==> src/rtl/rx_os_pkg.sv <==
package rx_os_pkg;

  typedef enum logic [1:0] {
    RX_IDLE  = 2'd0,
    RX_START = 2'd1,
    RX_DATA  = 2'd2,
    RX_STOP  = 2'd3
  } rx_state_e;

  function automatic logic vote3(input logic a, input logic b, input logic c);
    return (a & b) | (a & c) | (b & c);
  endfunction

  function automatic logic split3(input logic a, input logic b, input logic c);
    return !((a == b) && (b == c));
  endfunction

endpackage

==> src/rtl/rx_line_sampler.sv <==
module rx_line_sampler (
  input  logic clk_i,
  input  logic rst_n,
  input  logic tick_i,
  input  logic rx_i,
  output logic prev_high_o
);

  logic line_q;
  logic line_d;

  always_comb begin
    line_d = line_q;
    if (tick_i) line_d = rx_i;
  end

  always_ff @(posedge clk_i or negedge rst_n) begin
    if (!rst_n) line_q <= 1'b1;
    else        line_q <= line_d;
  end

  assign prev_high_o = line_q;

endmodule

==> src/rtl/rx_bit_sampler.sv <==
module rx_bit_sampler #(
  parameter int OSR     = 16,
  parameter int SMP_MID = 9
) (
  input  logic clk_i,
  input  logic rst_n,
  input  logic tick_i,
  input  logic rx_i,
  input  logic restart_i,
  input  logic run_i,
  output logic decide_o,
  output logic maj_o,
  output logic noisy_o
);
  import rx_os_pkg::*;

  localparam int CNT_W = $clog2(OSR + 1);
  localparam logic [CNT_W-1:0] LAST_TICK   = CNT_W'(OSR);
  localparam logic [CNT_W-1:0] FIRST_TICK  = CNT_W'(1);
  localparam logic [CNT_W-1:0] DECIDE_TICK = CNT_W'(SMP_MID + 1);

  logic [CNT_W-1:0] cnt_q, cnt_d, cur;
  logic [1:0]       smp_q;

  always_comb begin
    cur = (cnt_q == LAST_TICK) ? FIRST_TICK : cnt_q + FIRST_TICK;
    cnt_d = cnt_q;
    if (restart_i)           cnt_d = FIRST_TICK;
    else if (tick_i && run_i) cnt_d = cur;
  end

  always_ff @(posedge clk_i or negedge rst_n) begin
    if (!rst_n) cnt_q <= '0;
    else        cnt_q <= cnt_d;
  end

  for (genvar g = 0; g < 2; g++) begin : g_slot
    localparam logic [CNT_W-1:0] SLOT_TICK = CNT_W'(SMP_MID - 1 + g);
    logic slot_en;
    logic slot_d;
    always_comb begin
      slot_en = tick_i && run_i && (cur == SLOT_TICK);
      slot_d  = slot_en ? rx_i : smp_q[g];
    end
    always_ff @(posedge clk_i or negedge rst_n) begin
      if (!rst_n) smp_q[g] <= 1'b1;
      else        smp_q[g] <= slot_d;
    end
  end

  assign decide_o = tick_i && run_i && (cur == DECIDE_TICK);
  assign maj_o    = vote3(smp_q[0], smp_q[1], rx_i);
  assign noisy_o  = split3(smp_q[0], smp_q[1], rx_i);

endmodule

==> src/rtl/rx_frame_fsm.sv <==
module rx_frame_fsm #(
  parameter int DATA_W = 8
) (
  input  logic                  clk_i,
  input  logic                  rst_n,
  input  logic                  tick_i,
  input  logic                  rx_i,
  input  logic                  edge_ok_i,
  input  logic                  decide_i,
  input  logic                  maj_i,
  input  logic                  noisy_i,
  output logic                  restart_o,
  output logic                  run_o,
  output logic                  load_o,
  output logic [DATA_W-1:0]     load_data_o,
  output logic                  load_noise_o,
  output rx_os_pkg::rx_state_e  state_o
);
  import rx_os_pkg::*;

  localparam int BIDX_W = (DATA_W > 1) ? $clog2(DATA_W) : 1;
  localparam logic [BIDX_W-1:0] LAST_BIT = BIDX_W'(DATA_W - 1);

  rx_state_e         state_q, state_d;
  logic [BIDX_W-1:0] bidx_q, bidx_d;
  logic [DATA_W-1:0] shift_q, shift_d;
  logic              fnoise_q, fnoise_d;
  logic              pend_q, pend_d;

  assign restart_o = tick_i && !rx_i && (state_q == RX_IDLE);
  assign run_o     = (state_q != RX_IDLE);

  always_comb begin
    state_d      = state_q;
    bidx_d       = bidx_q;
    shift_d      = shift_q;
    fnoise_d     = fnoise_q;
    pend_d       = pend_q;
    load_o       = 1'b0;
    load_noise_o = 1'b0;
    unique case (state_q)
      RX_IDLE: begin
        if (restart_o) begin
          state_d  = RX_START;
          fnoise_d = !edge_ok_i;
        end
      end
      RX_START: begin
        if (decide_i) begin
          if (maj_i) begin
            state_d = RX_IDLE;
            pend_d  = pend_q | fnoise_q | noisy_i;
          end else begin
            state_d  = RX_DATA;
            bidx_d   = '0;
            fnoise_d = fnoise_q | noisy_i;
          end
        end
      end
      RX_DATA: begin
        if (decide_i) begin
          shift_d  = {maj_i, shift_q[DATA_W-1:1]};
          fnoise_d = fnoise_q | noisy_i;
          if (bidx_q == LAST_BIT) state_d = RX_STOP;
          else                    bidx_d  = bidx_q + BIDX_W'(1);
        end
      end
      RX_STOP: begin
        if (decide_i) begin
          load_o       = 1'b1;
          load_noise_o = fnoise_q | noisy_i | pend_q;
          pend_d       = 1'b0;
          state_d      = RX_IDLE;
        end
      end
      default: state_d = RX_IDLE;
    endcase
  end

  always_ff @(posedge clk_i or negedge rst_n) begin
    if (!rst_n) begin
      state_q  <= RX_IDLE;
      bidx_q   <= '0;
      shift_q  <= '0;
      fnoise_q <= 1'b0;
      pend_q   <= 1'b0;
    end else begin
      state_q  <= state_d;
      bidx_q   <= bidx_d;
      shift_q  <= shift_d;
      fnoise_q <= fnoise_d;
      pend_q   <= pend_d;
    end
  end

  assign load_data_o = shift_q;
  assign state_o     = state_q;

endmodule

==> src/rtl/rx_status_port.sv <==
module rx_status_port #(
  parameter int DATA_W = 8
) (
  input  logic              clk_i,
  input  logic              rst_n,
  input  logic              load_i,
  input  logic [DATA_W-1:0] load_data_i,
  input  logic              load_noise_i,
  input  logic              rd_stat_i,
  input  logic              rd_data_i,
  output logic [DATA_W-1:0] data_o,
  output logic              rdy_o,
  output logic              noise_o
);

  logic [DATA_W-1:0] data_q, data_d;
  logic              rdy_q, rdy_d;
  logic              noise_q, noise_d;
  logic              armed_q, armed_d;
  logic              clr;

  always_comb begin
    clr     = rd_data_i && armed_q;
    data_d  = data_q;
    rdy_d   = rdy_q;
    noise_d = noise_q;
    if (load_i) begin
      data_d  = load_data_i;
      rdy_d   = 1'b1;
      noise_d = load_noise_i;
    end else if (clr) begin
      rdy_d   = 1'b0;
      noise_d = 1'b0;
    end
    armed_d = armed_q;
    if (rd_data_i)      armed_d = 1'b0;
    else if (rd_stat_i) armed_d = 1'b1;
  end

  always_ff @(posedge clk_i or negedge rst_n) begin
    if (!rst_n) begin
      data_q  <= '0;
      rdy_q   <= 1'b0;
      noise_q <= 1'b0;
      armed_q <= 1'b0;
    end else begin
      data_q  <= data_d;
      rdy_q   <= rdy_d;
      noise_q <= noise_d;
      armed_q <= armed_d;
    end
  end

  assign data_o  = data_q;
  assign rdy_o   = rdy_q;
  assign noise_o = noise_q;

endmodule

==> src/rtl/os_uart_rx.sv <==
module os_uart_rx #(
  parameter int OSR     = 16,
  parameter int SMP_MID = 9,
  parameter int DATA_W  = 8,
  parameter int STAT_W  = 8
) (
  input  logic              clk_i,
  input  logic              rst_ni,
  input  logic              tick_i,
  input  logic              rx_i,
  input  logic              rd_stat_i,
  input  logic              rd_data_i,
  output logic [STAT_W-1:0] status_o,
  output logic [DATA_W-1:0] data_o,
  output logic              rdy_irq_o
);
  import rx_os_pkg::*;

  localparam int RDY_BIT   = 0;
  localparam int NOISE_BIT = 1;

  logic rst_meta_q, rst_n_q;

  always_ff @(posedge clk_i or negedge rst_ni) begin
    if (!rst_ni) begin
      rst_meta_q <= 1'b0;
      rst_n_q    <= 1'b0;
    end else begin
      rst_meta_q <= 1'b1;
      rst_n_q    <= rst_meta_q;
    end
  end

  logic              prev_high;
  logic              restart, run, decide, maj, noisy;
  logic              frm_load, frm_noise;
  logic [DATA_W-1:0] frm_data;
  rx_state_e         frm_state;
  logic              rdy, noise;

  rx_line_sampler u_line (
    .clk_i       (clk_i),
    .rst_n       (rst_n_q),
    .tick_i      (tick_i),
    .rx_i        (rx_i),
    .prev_high_o (prev_high)
  );

  rx_bit_sampler #(.OSR(OSR), .SMP_MID(SMP_MID)) u_bits (
    .clk_i     (clk_i),
    .rst_n     (rst_n_q),
    .tick_i    (tick_i),
    .rx_i      (rx_i),
    .restart_i (restart),
    .run_i     (run),
    .decide_o  (decide),
    .maj_o     (maj),
    .noisy_o   (noisy)
  );

  rx_frame_fsm #(.DATA_W(DATA_W)) u_fsm (
    .clk_i        (clk_i),
    .rst_n        (rst_n_q),
    .tick_i       (tick_i),
    .rx_i         (rx_i),
    .edge_ok_i    (prev_high),
    .decide_i     (decide),
    .maj_i        (maj),
    .noisy_i      (noisy),
    .restart_o    (restart),
    .run_o        (run),
    .load_o       (frm_load),
    .load_data_o  (frm_data),
    .load_noise_o (frm_noise),
    .state_o      (frm_state)
  );

  rx_status_port #(.DATA_W(DATA_W)) u_stat (
    .clk_i        (clk_i),
    .rst_n        (rst_n_q),
    .load_i       (frm_load),
    .load_data_i  (frm_data),
    .load_noise_i (frm_noise),
    .rd_stat_i    (rd_stat_i),
    .rd_data_i    (rd_data_i),
    .data_o       (data_o),
    .rdy_o        (rdy),
    .noise_o      (noise)
  );

  always_comb begin
    status_o            = '0;
    status_o[RDY_BIT]   = rdy;
    status_o[NOISE_BIT] = noise;
  end

  assign rdy_irq_o = rdy;

endmodule

==> config.mk <==
export PLATFORM = sky130hd
export DESIGN_NAME = os_uart_rx
export DESIGN_NICKNAME = d
export VERILOG_FILES = /design/src/rtl/rx_os_pkg.sv /design/src/rtl/rx_line_sampler.sv /design/src/rtl/rx_bit_sampler.sv /design/src/rtl/rx_frame_fsm.sv /design/src/rtl/rx_status_port.sv /design/src/rtl/os_uart_rx.sv
export SDC_FILE = /design/constraint.sdc
export NUM_CORES = 1
export LEC_CHECK = 0
export BUFFER_PORTS_ARGS = -buffer_cell sky130_fd_sc_hd__buf_4
export CORE_ASPECT_RATIO = 0.6
export CORE_MARGIN = 2
export CORE_UTILIZATION = 35
export CTS_BUF_LIST = sky130_fd_sc_hd__clkbuf_8
export DETAILED_ROUTE_END_ITERATION = 10
export SYNTH_ARGS = -nofsm -noshare
export SYNTH_HDL_FRONTEND = slang
export SYNTH_SLANG_ARGS = --single-unit
==> constraint.sdc <==
create_clock -name clk_i -period 1.2 [get_ports clk_i]
set_input_delay 0.06 -clock clk_i [delete_from_list [all_inputs] [get_ports clk_i]]
set_output_delay 0.06 -clock clk_i [all_outputs]
set_load 0.02 [all_outputs]
==> results of run 1 <==
## worst max-delay path by stage
stage | from | to | slack (ps)
floorplan | u_fsm.state_o[0]$_DFFE_PN0P_ | u_stat.data_o[0]$_DFFE_PN0P_ | -820
global placement | u_bits.cnt_q[0]$_DFFE_PN0P_ | u_fsm.fnoise_q$_DFFE_PN0P_ | -750
detailed placement | u_fsm.state_o[0]$_DFFE_PN0P_ | u_fsm.fnoise_q$_DFFE_PN0P_ | -770
CTS | u_fsm.state_o[0]$_DFFE_PN0P_ | u_fsm.fnoise_q$_DFFE_PN0P_ | -740
global route | u_fsm.state_o[0]$_DFFE_PN0P_ | u_fsm.fnoise_q$_DFFE_PN0P_ | -880
finish | u_fsm.state_o[0]$_DFFE_PN0P_ | u_fsm.fnoise_q$_DFFE_PN0P_ | -790
## cells by family after synthesis
kind of cell               Yosys count
and+or+nand+nor                     47
AOI/OAI and AO/OA                   21
adders and majority gates           10
buffers and inverters               20
xor gates and xnor gates             1
other                                2
DFF                                 36
muxes                               28
## synth_stat cells, types with 2 or more instances
cell,number
o21ai_0,8
a22o_1,3
buf_4,8
nand3_1,4
dfstp_2,3
inv_1,7
buf_2,2
buf_6,2
nand2_1,18
ha_1,10
nor2b_1,3
nor2_1,8
mux2_4,8
dfrtp_1,33
mux2i_1,6
conb_1,2
mux2_2,14
or2b_1,2
nor3_1,4
## per-stage QoR
stage          cells  setup WS, ps  total power [uW]
2_1_floorplan    170          -816              2300
3_3_place_gp     280          -754              2940
3_5_place_dp     280          -766              2950
4_1_cts          296          -743              4150
5_1_grt          299          -876              4500
6_report         299          -791              4260
## worst max-delay path, delay by kind of cell (launching register included)
kind | cells | cell delay (ps)
AO/OA/AOI/OAI | 3 | 440
flip-flops | 1 | 390
multiplexers | 1 | 360
AND/OR/NAND/NOR | 2 | 310
buffers and inverters | 2 | 230
adder cells (fa/ha/maj) | 1 | 130
## registers in the layout, indices dropped and copies added (netlist names), named ones only
| name | count |
|---|---|
| u_stat.data_o | 8 |
| rst_meta_q | 1 |
| u_stat.rdy_o | 1 |
| u_fsm.fnoise_q | 1 |
| u_fsm.state_o | 1 |
| u_line.prev_high_o | 1 |
| u_fsm.pend_q | 1 |
| u_stat.noise_o | 1 |
| rst_n_q | 1 |
| u_bits.smp_q | 2 |
| u_bits.cnt_q | 5 |
| u_fsm.load_data_o | 8 |
| u_stat.armed_q | 1 |
| u_fsm.bidx_q | 3 |
## routing by layer
metal	up-vias	GRT usage	wire length [um]
met4	0	0.0431	46
met3	6	0.0409	206
met1	695	0.224	2220
li1	694	-	-
met5	-	0	0
met2	31	0.221	1830
## final cells by class
class | count | area, sq um | area share
Multi-Input combinational cell | 114 | 1040 | 0.384
Clock buffer | 6 | 82.6 | 0.0304
Timing Repair Buffer | 68 | 564 | 0.208
Sequential cell | 36 | 905 | 0.333
Inverter | 7 | 26.3 | 0.00968
Clock inverter | 2 | 11.3 | 0.00415
Tap cell | 66 | 82.6 | 0.0304
## power by group
part	switching [uW]	internal [uW]
registers	92.3	1370
clock network	437	458
logic	921	985
## placed cells by master (no fill, tap or decap), types with 2 or more instances in the layout
cell type | Yosys | final
buf_6 | 2 | 9
o21ai_2 | 1 | 2
inv_2 | 0 | 4
dlygate4sd3_1 | 0 | 3
nor3_1 | 4 | 3
buf_4 | 8 | 55
dfstp_2 | 3 | 3
ha_1 | 10 | 7
inv_1 | 7 | 4
mux2i_1 | 6 | 5
a22o_1 | 3 | 3
nor2_1 | 8 | 7
mux2_4 | 8 | 10
nand2_2 | 1 | 2
o21ai_1 | 0 | 6
nor2b_1 | 3 | 2
nand3_1 | 4 | 2
mux2_2 | 14 | 12
conb_1 | 2 | 7
nand2_1 | 18 | 16
dfrtp_1 | 33 | 33
clkbuf_8 | 0 | 6
ha_4 | 0 | 2
## repair_timing
action / 4_1_cts / 5_1_grt
setup buffers: 5 / 4
resized for setup: 32 / 7
pin swaps: 15 / 5
setup endpoints to repair: 32 / 33
gates cloned: 0 / 0
endpoints found under the hold margin: 3 / 1
hold buffers: 3 / 1
==> results.toml, run 1 <==
[cells_and_area]
fin_nets = 248
final_util = 0.526
finalInstanceArea_sq_um = 2710
drive_above_1_share = 0.536
n_antenna_cell = 0
n_fill_cell = 455
area_delta_synth_final_pct = 42.0

[power_and_ir_drop]
powerDensity_nw_per_um2 = 1570
irDropWorstVdd_uv = 828
leakage_uw = 0.00138

[yosys]
synthFlopType = "dfrtp_1"
synth-xor-area-share = 0.00458
synth_cell_type_count = 39
synthArstFlopShare = 1.00
netlist_area_sq_um = 1910
synth_top_family_by_area = "multiplexers"
synth_area_leaders = "dfrtp_1, mux2_2, ha_1"
synthAdderAreaFrac = 0.0655
yosysWarnings = 0
synthCells = 165
yosysSeqAreaShare = 0.473
synthSimpleGateAreaFrac = 0.124
synth_largest_area_cell = "dfrtp_1"
synth_compound_area_frac = 0.0871
muxShareOfSynthArea = 0.177
synth.ff_latch_count = 36
syn_area_per_cell_sq_um = 11.6
synth_edf_count = 0
synth_top_area_frac = 0.432

[timing]
timing.final.crit_share = 1.66
holdWs_ps = 89.1
period_minus_slack_ps = 1990
max_freq_ghz = 0.502
slew_viol_final = 0
setup_viol = 32
setup_tns_ps = -20470
hold_viol = 0
skew_ps = 7.12
rsz0062_at_grt = "true"
fin_ws_ps = -791

[global_route]
grt_max_degree = 35
grt_pass1_wl_mm = 7.04
grt_overflow = 0
grt_pass1_vias = 1405
grt_usage = 0.152
antenna_found_initial = 0

[placed_design]
dpl_cell_area_sq_um = 2380
io_buffers = 16
gp_congestion = 0.795
dp_hpwl_mm = 2.85

[floorplan]
die-area_sq_um = 6090
die_w_um = 99.4
initial_core_util = 0.371
rows = 20
io_pins = 23
die_y_um = 61.2
core_area_sq_um = 5150

[clock_network]
cts_root_buffer = "clkbuf_8"
cts_buffers = 5
cts.path.max_buffers = 2
htreeDepth = 2
cts_tree = "built"
clk_latency_ps = 290
clock_sinks = 36
clk_pin_slew_ps = 80

[setup_path]
worstRegToRegCells = 9
slowest_stage = "dfrtp_1"
worst-path-max-fanout = 3
r2r_slack_ps = -790
cp-end-kind = "register"
setup.worst_path.start_class = "register"
slowest_delay_ps = 390
cp.required_ps = 1370
r2r_end = "u_fsm.fnoise_q$_DFFE_PN0P_"
worstPathCellList = "inv_2 -> ha_4 -> and2b_2 -> nand2_2 -> o21ai_2 -> buf_4 -> a31o_4 -> a32oi_1 -> mux2_2"
rr_startpoint = "u_fsm.state_o[0]$_DFFE_PN0P_"
critical_path_class = "register to register"
crit_arrival_ps = 2160

[status]
violations = "setup timing"
status = "finished with violations"

[route]
drc = 0
routed_wl_mm = 4.31
wire_per_inst_um = 14.4
viasPerCell = 4.77
drt_iter0_drc = 79
dr_total_vias = 1426
postRouteAntennaNets = 0
firstDrtPassIters = 4

[job]
max-cap-violations = 0

[min_path]
hp-class = "input pin to async pin"
No activity file was read; power rests on OpenSTA's default activity.
==> run 2: changes to the inputs <==
--- a/config.mk
+++ b/config.mk
@@ -13,4 +13,5 @@
 export DETAILED_ROUTE_END_ITERATION = 10
 export SYNTH_ARGS = -nofsm -noshare
 export SYNTH_HDL_FRONTEND = slang
+export SYNTH_HIERARCHICAL = 1
 export SYNTH_SLANG_ARGS = --single-unit
==> results.toml, run 2 <==
[status]
status = "finished with violations"
violations = "hold timing, setup timing"

[setup_path]
worst-path-max-fanout = 3
cp.required_ps = 1380
crit_arrival_ps = 2430
slowest_delay_ps = 440
worstRegToRegCells = 8
rr_startpoint = "u_bits/cnt_q[1]$_DFFE_PN0P_"
crit_family = "simple AND/OR/NAND/NOR gates"
r2r_slack_ps = -1040
critical_path_class = "register to register"
slowest_stage = "dfrtp_1"
cp-end-kind = "register"
worstPathCellList = "ha_4 -> or3_1 -> nand4_2 -> and4_4 -> and2b_1 -> a2111oi_4 -> a21oi_1 -> a41o_1"
setup.worst_path.start_class = "register"
crit_buf_inv = 0
crit_start = "u_bits/cnt_q[1]$_DFFE_PN0P_"
crit_cells = 8

[placed_design]
dp_hpwl_mm = 2.93
placedCellCount = 274
gp_congestion = 0.832
io_buffers = 16
dpl_cell_area_sq_um = 2400

[power_and_ir_drop]
clockPowerShare = 0.230
irDropWorstVdd_uv = 980
leakage_uw = 0.00138
intPower_uw = 3230
power_frac_comb = 0.422
powerDensity_nw_per_um2 = 1660
total_power_uw = 4630
p_seq_frac = 0.347
switchingPower_uw = 1400
swShare = 0.303

[route]
viasPerCell = 4.79
firstDrtPassIters = 4
routed_wl_mm = 4.33
postRouteAntennaNets = 0
drc = 0
dr_total_vias = 1437
wire_per_inst_um = 14.4
drt_iter0_drc = 41

[floorplan]
io_pins = 23
die_w_um = 99.3
die_y_um = 61.2
die-area_sq_um = 6070
core_area_sq_um = 5150
rows = 20
initial_core_util = 0.370

[clock_network]
clock_sinks = 36
cts.path.max_buffers = 2
htreeDepth = 2
clk_pin_slew_ps = 80
clk_latency_ps = 290
cts_root_buffer = "clkbuf_8"
cts_buffers = 5
cts_tree = "built"

[cells_and_area]
finalNonFillerCells = 300
finalInstanceArea_sq_um = 2790
final_common_cell = "buf_4"
drive_above_1_share = 0.538
n_antenna_cell = 0
area_delta_synth_final_pct = 46.5
final_cell_mix = "buf_4, dfrtp_1, mux2_4"
fin_nets = 253

[yosys]
synth_cell_type_count = 46
netlist_area_sq_um = 1910
synth_area_leaders = "dfrtp_1, ha_1, mux2_4"
yosysSeqAreaShare = 0.474
yosysMostFrequentCell = "dfrtp_1"
synth.top_cells.by_count = "dfrtp_1, ha_1, nand2_1, inv_1, mux2_4"
synthArstFlopShare = 1.00
synth_largest_area_cell = "dfrtp_1"
yosysWarnings = 6
syn_area_per_cell_sq_um = 11.9
synthCells = 160
synth_top_area_frac = 0.433
synthFlopType = "dfrtp_1"
synth.ff_latch_count = 36
synth_edf_count = 0

[timing]
setup_viol = 32
rsz0062_at_grt = "true"
max_freq_ghz = 0.446
slew_viol_final = 0
holdWs_ps = -8.26
hold_viol = 1
timing.final.crit_share = 1.87
skew_ps = 10.8
period_minus_slack_ps = 2240
fin_ws_ps = -1040

[global_route]
grt_overflow = 0
antenna_found_initial = 0
grt_usage = 0.147
grt_pass1_wl_mm = 6.84
grt_pass1_vias = 1424
grt_max_degree = 35

[min_path]
holdCritStartpoint = "rd_stat_i"
hp-class = "input pin to register"

[job]
max-cap-violations = 0
-- run 2: cell count changes after synthesis, sizes merged, moves of 2 or more --
cell     previous run  this run
nand4               1         4
nor2                8         6
nand2b              0         5
or2b                2         0
a21oi               0         4
nand3               4         2
nand2              20        10
buf                12         9
nor3                4         0
nand4bb             0         2
mux2               22        18
ha                 10        14
inv                 7         9
mux2i               6         1
-- run 2: worst min path at each step --
stage                                             to  cells after the start  slack, ps
after floorplan                 rst_meta_q$_DFF_PN0_                      0       -240
final                     u_stat/armed_q$_DFFE_PN0P_                      3         -8
after detailed placement           rst_n_q$_DFF_PN0_                      1       -150
after global placement             rst_n_q$_DFF_PN0_                      1       -160
after CTS                          rst_n_q$_DFF_PN0_                      2         80
after global routing      u_stat/armed_q$_DFFE_PN0P_                      3         10
-- run 2: power by group through the flow --
stage	clock network, uW	registers, uW	logic [uW]
floorplan	0	1620	750
global placement	0	1610	1320
detailed placement	0	1620	1390
CTS	1100	1600	1790
global route	1140	1630	2130
finish	1070	1610	1950
-- run 2: metal layers --
metal,up-vias,GRT usage,share of wire
li1,703,-,-
met1,694,0.192,0.47
met2,30,0.251,0.48
met3,10,0.0341,0.032
met4,0,0.0431,0.021
met5,-,0,0
-- run 2: tightest hold or removal path, cell delays in order --
cell    delay [ps]
buf_4           80
nor2_1          30
nor2_1          80
-- run 2: per-stage QoR --
stage	hold slack [ps]	TNS [ps]	utilization	worst slack (ps)
6_report	-8.26	-25400	0.542	-1040
5_1_grt	10.5	-27660	0.542	-1110
4_1_cts	77.8	-22040	0.524	-1010
3_5_place_dp	-154	-22630	0.466	-1040
3_3_place_gp	-158	-21120	0.466	-959
2_1_floorplan	-236	-19170	-	-1020
-- run 2: area by class of cell --
class,instances,area [sq um]
Clock inverter,3,42.5
Sequential cell,36,906
Multi-Input combinational cell,109,1050
Fill cell,456,2360
Timing Repair Buffer,72,608
Inverter,9,33.8
Tap cell,66,82.6
Clock buffer,5,68.8
-- run 2: what timing repair did --
item,4_1_cts,5_1_grt
hold buffers,3,0
gates resized for setup,21,16
gates cloned,1,0
setup endpoints to repair,32,33
hold endpoints to repair,3,0
buffers inserted,9,6
pin swaps,11,7
-- run 2: cell families after synthesis --
family / Yosys count / share of synthesized area
AND/OR/NAND/NOR: 38 / 0.114
flip-flops: 36 / 0.474
AO/OA/AOI/OAI: 29 / 0.119
buffers and inverters: 20 / 0.0591
multiplexers: 19 / 0.129
adder cells (fa/ha/maj): 14 / 0.0919
other: 2 / 0.00394
XOR/XNOR: 2 / 0.00919
